[src/rtl/ctxc_pkg.sv]
package ctxc_pkg;
    // Width of the address-space context identifier held in each tag.
    localparam int CTX_W = 8;

    // Bits per parity-protected byte.
    localparam int BYTE_W = 8;

    // Index of the tag-parity and data-parity bits in the corruption hook.
    localparam int CORR_TAG = 0;
    localparam int CORR_DAT = 1;
endpackage

[src/rtl/ctxc_par_gen.sv]
module ctxc_par_gen
    import ctxc_pkg::*;
#(
    parameter  int W  = 32,
    localparam int NB = (W + BYTE_W - 1) / BYTE_W
) (
    input  logic [W-1:0]  data_i,
    output logic [NB-1:0] par_o
);
    localparam int PW = NB * BYTE_W;

    logic [PW-1:0] padded;
    assign padded = PW'(data_i);

    // Even parity: the byte and its parity bit together hold an even count of ones.
    for (genvar b = 0; b < NB; b++) begin : g_byte
        assign par_o[b] = ^padded[b*BYTE_W +: BYTE_W];
    end
endmodule

[src/rtl/ctxc_par_chk.sv]
module ctxc_par_chk
    import ctxc_pkg::*;
#(
    parameter  int W  = 32,
    localparam int NB = (W + BYTE_W - 1) / BYTE_W
) (
    input  logic [W-1:0]  data_i,
    input  logic [NB-1:0] par_i,
    output logic          err_o
);
    logic [NB-1:0] par_calc;

    ctxc_par_gen #(.W(W)) u_gen (
        .data_i (data_i),
        .par_o  (par_calc)
    );

    assign err_o = |(par_calc ^ par_i);
endmodule

[src/rtl/ctxc_tag_match.sv]
module ctxc_tag_match
    import ctxc_pkg::*;
#(
    parameter int TAG_W = 20
) (
    input  logic             xlate_en_i,
    input  logic             line_vld_i,
    input  logic [TAG_W-1:0] line_tag_i,
    input  logic [CTX_W-1:0] line_ctx_i,
    input  logic [TAG_W-1:0] req_tag_i,
    input  logic [CTX_W-1:0] req_ctx_i,
    output logic             match_o
);
    logic tag_eq;
    logic ctx_ok;

    always_comb begin
        tag_eq  = (line_tag_i == req_tag_i);
        // In physical mode the context field plays no part in the hit.
        ctx_ok  = !xlate_en_i || (line_ctx_i == req_ctx_i);
        match_o = line_vld_i && tag_eq && ctx_ok;
    end
endmodule

[src/rtl/ctx_tag_lookup.sv]
module ctx_tag_lookup
    import ctxc_pkg::*;
#(
    parameter int IDX_W  = 4,
    parameter int TAG_W  = 20,
    parameter int DATA_W = 32,
    parameter int CNT_W  = 8
) (
    input  logic              clk_i,
    input  logic              rst_ni,
    input  logic              xlate_en_i,
    input  logic              fill_valid_i,
    input  logic [IDX_W-1:0]  fill_idx_i,
    input  logic [TAG_W-1:0]  fill_tag_i,
    input  logic [CTX_W-1:0]  fill_ctx_i,
    input  logic [DATA_W-1:0] fill_data_i,
    input  logic [1:0]        fill_corrupt_i,
    input  logic              lkp_valid_i,
    input  logic [IDX_W-1:0]  lkp_idx_i,
    input  logic [TAG_W-1:0]  lkp_tag_i,
    input  logic [CTX_W-1:0]  lkp_ctx_i,
    output logic              res_valid_o,
    output logic              hit_o,
    output logic [DATA_W-1:0] data_o,
    output logic              flush_o,
    output logic [CNT_W-1:0]  err_cnt_o
);
    localparam int LINES = 1 << IDX_W;
    localparam int TW    = CTX_W + TAG_W;
    localparam int TPB   = (TW + BYTE_W - 1) / BYTE_W;
    localparam int DPB   = (DATA_W + BYTE_W - 1) / BYTE_W;

    typedef struct packed {
        logic [LINES-1:0]             vld;
        logic [LINES-1:0][TW-1:0]     tagw;
        logic [LINES-1:0][TPB-1:0]    tpar;
        logic [LINES-1:0][DATA_W-1:0] data;
        logic [LINES-1:0][DPB-1:0]    dpar;
        logic                         res_valid;
        logic                         hit;
        logic [DATA_W-1:0]            rdata;
        logic                         flush;
        logic [CNT_W-1:0]             cnt;
    } state_t;

    state_t s_d, s_q;

    // ---------------- fill path ----------------
    logic [CTX_W-1:0]  fill_ctx_eff;
    logic [TW-1:0]     fill_tagw;
    logic [TPB-1:0]    fill_tpar_gen, fill_tpar;
    logic [DPB-1:0]    fill_dpar_gen, fill_dpar;

    assign fill_ctx_eff = xlate_en_i ? fill_ctx_i : '0;
    assign fill_tagw    = {fill_ctx_eff, fill_tag_i};

    ctxc_par_gen #(.W(TW)) u_fill_tpar (
        .data_i (fill_tagw),
        .par_o  (fill_tpar_gen)
    );

    ctxc_par_gen #(.W(DATA_W)) u_fill_dpar (
        .data_i (fill_data_i),
        .par_o  (fill_dpar_gen)
    );

    assign fill_tpar = fill_tpar_gen ^ TPB'(fill_corrupt_i[CORR_TAG]);
    assign fill_dpar = fill_dpar_gen ^ DPB'(fill_corrupt_i[CORR_DAT]);

    // ---------------- read path ----------------
    logic              rd_vld;
    logic [TW-1:0]     rd_tagw;
    logic [TPB-1:0]    rd_tpar;
    logic [DATA_W-1:0] rd_data;
    logic [DPB-1:0]    rd_dpar;
    logic              tag_perr, dat_perr, perr, match;

    assign rd_vld  = s_q.vld[lkp_idx_i];
    assign rd_tagw = s_q.tagw[lkp_idx_i];
    assign rd_tpar = s_q.tpar[lkp_idx_i];
    assign rd_data = s_q.data[lkp_idx_i];
    assign rd_dpar = s_q.dpar[lkp_idx_i];

    ctxc_par_chk #(.W(TW)) u_chk_tag (
        .data_i (rd_tagw),
        .par_i  (rd_tpar),
        .err_o  (tag_perr)
    );

    ctxc_par_chk #(.W(DATA_W)) u_chk_dat (
        .data_i (rd_data),
        .par_i  (rd_dpar),
        .err_o  (dat_perr)
    );

    // Only a valid line's parity is meaningful.
    assign perr = lkp_valid_i && rd_vld && (tag_perr || dat_perr);

    ctxc_tag_match #(.TAG_W(TAG_W)) u_match (
        .xlate_en_i (xlate_en_i),
        .line_vld_i (rd_vld),
        .line_tag_i (rd_tagw[TAG_W-1:0]),
        .line_ctx_i (rd_tagw[TW-1:TAG_W]),
        .req_tag_i  (lkp_tag_i),
        .req_ctx_i  (lkp_ctx_i),
        .match_o    (match)
    );

    // ---------------- next state ----------------
    always_comb begin
        s_d           = s_q;
        s_d.res_valid = lkp_valid_i;
        s_d.hit       = lkp_valid_i && match && !perr;
        s_d.rdata     = s_d.hit ? rd_data : '0;
        s_d.flush     = perr;

        if (fill_valid_i) begin
            s_d.vld[fill_idx_i]  = 1'b1;
            s_d.tagw[fill_idx_i] = fill_tagw;
            s_d.tpar[fill_idx_i] = fill_tpar;
            s_d.data[fill_idx_i] = fill_data_i;
            s_d.dpar[fill_idx_i] = fill_dpar;
        end

        // The flush overrides any fill landing in the same cycle.
        if (perr) begin
            s_d.vld = '0;
            if (s_q.cnt != '1) begin
                s_d.cnt = s_q.cnt + CNT_W'(1);
            end
        end
    end

    always_ff @(posedge clk_i) begin
        if (!rst_ni) begin
            s_q <= '0;
        end else begin
            s_q <= s_d;
        end
    end

    assign res_valid_o = s_q.res_valid;
    assign hit_o       = s_q.hit;
    assign data_o      = s_q.rdata;
    assign flush_o     = s_q.flush;
    assign err_cnt_o   = s_q.cnt;
endmodule

[config.mk]
export PLATFORM = sky130hd
export DESIGN_NAME = ctx_tag_lookup
export DESIGN_NICKNAME = d
export VERILOG_FILES = /design/src/rtl/ctxc_pkg.sv /design/src/rtl/ctxc_par_gen.sv /design/src/rtl/ctxc_par_chk.sv /design/src/rtl/ctxc_tag_match.sv /design/src/rtl/ctx_tag_lookup.sv
export SDC_FILE = /design/constraint.sdc
export NUM_CORES = 2
export LEC_CHECK = 0
export BUFFER_PORTS_ARGS = -buffer_cell sky130_fd_sc_hd__buf_2
export CORE_ASPECT_RATIO = 1.5
export CORE_MARGIN = 1
export CORE_UTILIZATION = 50
export DETAILED_ROUTE_END_ITERATION = 7
export GPL_TIMING_DRIVEN = 0
export PLACE_DENSITY = 0.66
export SLEW_MARGIN = 15
export SYNTH_ARGS = -nofsm -noshare
export SYNTH_HDL_FRONTEND = slang
export SYNTH_SLANG_ARGS = --single-unit
[constraint.sdc]
create_clock -name clk_i -period 4.7 [get_ports clk_i]
set_input_delay 0.235 -clock clk_i [delete_from_list [all_inputs] [get_ports clk_i]]
set_output_delay 0.235 -clock clk_i [all_outputs]
set_load 0.005 [all_outputs]
==> results.toml <==
[power]
swShare_pct = 26.9
power.net_switching_w = 0.00585
power.density_nw_per_um2 = 383
p_leak_nw = 19.0
clockPowerShare_pct = 44.0
intPower_w = 0.0159
ir_drop_v = 0.000284
p_seq_share_pct = 45.6
pwr-share-comb_pct = 10.5

[worst_setup_path]
arrival_ns = 5.58
critPathSlowestCell = "mux4_2"
cpPeakStageDelay_ns = 0.60
worstSetupEndpointType = "register"
cp_common_cell = "buf_6"
crit_required_ns = 5.36
worstSetupStartpointType = "primary input"
path_buf_inv = 8
crit_family = "buffers and inverters"
cp_max_fo = 10
crit_path_cell_trace = "buf_4, buf_6, buf_6, buf_8, buf_12, buf_6, mux4_2, mux2i_1, mux2i_1, xnor2_1, nand4_1, nor3_4, nand3_4, nor3_4, buf_12, buf_4, o211a_1"
crit_type = "in -> reg"

[sta]
fmax_mhz = 203
drv_slew = 0
finalHoldViolCount = 0
post-route-period-util_pct = 105
worstMarginPinSlew_ns = 1.39
slew_headroom_pct = 7.03
setup_ws_ns = -0.219
period_needed_ns = 4.92
rsz0062_at_grt = "false"
fin_skew_ns = 0.0444
setup_viol = 30

[die]
die_area_um2 = 100000
coreArea_um2 = 98300
die_w_um = 259
fp-row-count = 141
io_pins = 146
initial_core_util_pct = 50.4
die_h_um = 387

[routing]
first_iter_violations = 6775
drc_errors = 6
postRouteAntennaNets = 0
wl_per_cell_um = 31.8
vias_per_cell = 6.40
first_pass_iters = 8
vias = 47500
finalWirelength_um = 236000

[logic_synthesis]
synth_area_um2 = 49500
synth-edff-count = 0
synthSimpleGateAreaFrac_pct = 17.8
avgSynthCellArea_um2 = 8.61
synth_ff_type = "dfxtp_1"
synth_adder_area_share_pct = 0.0253
synth_nets = 5853
synth_cells = 5749
seq_area_frac_synth_pct = 46.4
synth_cell_type_count = 52
synth-xor-area-share_pct = 2.97
synth_top_family_by_area = "simple AND/OR/NAND/NOR gates"
ys_ff_latch = 1147
async_reset_ff_share_pct = 0
yosys_warnings = 0
synth_compound_area_share_pct = 13.1
synth.area.mux_share_pct = 14.2

[run]
maxCapViolations = 0

[finish]
drive_above_1_share_pct = 12.6
areaGrowthSynthToFinish_pct = 14.7
final_cell_mix = "nand2_1, dfxtp_1, a21oi_1"
nFillCells = 8898
finalNetCount = 6127
final_core_util_pct = 57.8
final_common_cell = "nand2_1"

[global_routing]
grt_pass1_wl_um = 326000
grt_overflow = 0
antenna_found_initial = 17
grt_pass1_vias = 44100
grt_usage_pct = 46.5
grt_max_degree = 15

[clock_tree]
clockBufferDepth = 3
clock_latency_ns = 0.76
cts_made_buffers = 110
cts-htree-levels = 3
cts_tree = "done"
clkSinkCount = 1147
clkTransAtPathRegs_ns = 0.07
clockRootBuffer = "clkbuf_16"

[placed_design]
hpwl_um = 161000
io_buffers = 91
gp_congestion = 1.02
place_ws_ns = -3.59

[hold_path]
hold_class = "in -> reg"

[status]
violations = "DRC, setup timing"
status = "finished, violations left"
## synth_stat cells (2+ instances only)
cell type / number / area [um2]
a211oi_1: 69 / 518
a21oi_1: 1030 / 5150
a221oi_1: 13 / 114
a22o_1: 3 / 26.3
a22oi_1: 55 / 413
and2_1: 42 / 263
and3_1: 5 / 31.3
buf_1: 32 / 120
buf_2: 35 / 175
buf_4: 51 / 383
buf_6: 15 / 169
buf_8: 2 / 30.0
clkbuf_1: 478 / 1790
clkbuf_2: 2 / 10.0
dfxtp_1: 1147 / 23000
mux2_2: 3 / 33.8
mux2i_1: 57 / 571
mux4_2: 286 / 6440
nand2_1: 2025 / 7600
nand2b_1: 3 / 18.8
nand3_1: 9 / 45.0
nand4_1: 8 / 50.1
nor2_1: 150 / 563
nor2b_1: 10 / 62.6
nor3_1: 9 / 45.0
nor4_1: 5 / 31.3
o21a_1: 17 / 128
o21ai_0: 6 / 30.0
or2_2: 3 / 18.8
or3_1: 6 / 37.5
xnor2_1: 119 / 1040
xnor3_1: 9 / 203
xor2_1: 26 / 228
## registers in the layout, indices dropped and copies added, names as in the netlist
register and count:
flush_o 1, data_o 32, res_valid_o 1, s_q 1104
err_cnt_o 8, hit_o 1
## path summary, 6_finish.rpt
kind,startpoint,endpoint,slack [ns],depth (start not counted)
worst min-delay path,fill_data_i[1],s_q[524]$_SDFFE_PN0P_,0.04,3
worst max register to register,s_q[547]$_SDFFE_PN0P_,data_o[16]$_SDFF_PN0_,0.12,12
worst min register to register,s_q[560]$_SDFFE_PN0P_,s_q[560]$_SDFFE_PN0P_,0.45,2
worst max-delay path,lkp_idx_i[0],data_o[16]$_SDFF_PN0_,-0.22,17
## worst register-to-register path: cells and delay by family (launching register included)
| kind | cells | cell delay [ns] |
|---|---|---|
| AOI/OAI and AO/OA | 2 | 0.42 |
| xor gates and xnor gates | 3 | 1.43 |
| buffers and inverters | 3 | 0.66 |
| DFF | 1 | 0.32 |
| muxes | 2 | 1.14 |
| and+or+nand+nor | 2 | 0.55 |
## what timing repair did
item,in CTS,in global routing
pin swaps,4,2
setup buffers,4,0
hold buffers,50,0
hold endpoints to repair,286,0
endpoints found under the setup margin,58,31
resized for setup,86,35
cloned,0,0
## area by class of cell
type	count	area (um2)	share of cell area [%]
clock inverters	32	440	0.775
flip-flops and latches	1147	23000	40.4
diodes	17	42.5	0.0749
repair buffers	163	1260	2.21
clock buffers	169	3360	5.91
inverters	2	7.51	0.0132
plain buffers	615	3050	5.37
well taps	1287	1610	2.83
multi-input cells	3984	24100	42.4
## layer usage
metal	track usage [%]	up-vias	wire, um
met5	0	-	42
met1	50.5	22700	74400
met3	15.4	1239	30200
met4	47.7	6	29900
met2	68.9	3758	101000
li1	-	19800	-
## per-stage QoR
stage               std cells  cell area, um2  hold slack [ns]  total power [W]  setup TNS, ns
floorplan                5749           49500            0.357           0.0112              0
detailed placement       7145           51900            0.443           0.0121        -167.99
finish                   7416           56800           0.0381           0.0217          -4.36
global placement         7127           51600            0.438           0.0121        -194.18
global route             7400           56800           0.0537           0.0220              0
CTS                      7400           56600         0.000804           0.0215              0
## kinds of logic after synthesis
logic type                 count (synthesis)
and+or+nand+nor                         2280
AOI/OAI and AO/OA                       1203
muxes                                    346
xor gates and xnor gates                 154
adders and majority gates                  1
buffers and inverters                    618
DFF                                     1147
## power groups by stage
stage | Clock (W) | Sequential (W) | Combinational (W)
2_1_floorplan | 0 | 0.0101 | 0.00108
3_3_place_gp | 0 | 0.0101 | 0.00197
5_1_grt | 0.00983 | 0.00992 | 0.00226
3_5_place_dp | 0 | 0.0101 | 0.00202
4_1_cts | 0.00947 | 0.00991 | 0.00211
6_report | 0.00956 | 0.00991 | 0.00227
No activity file was read; power rests on OpenSTA's default activity.
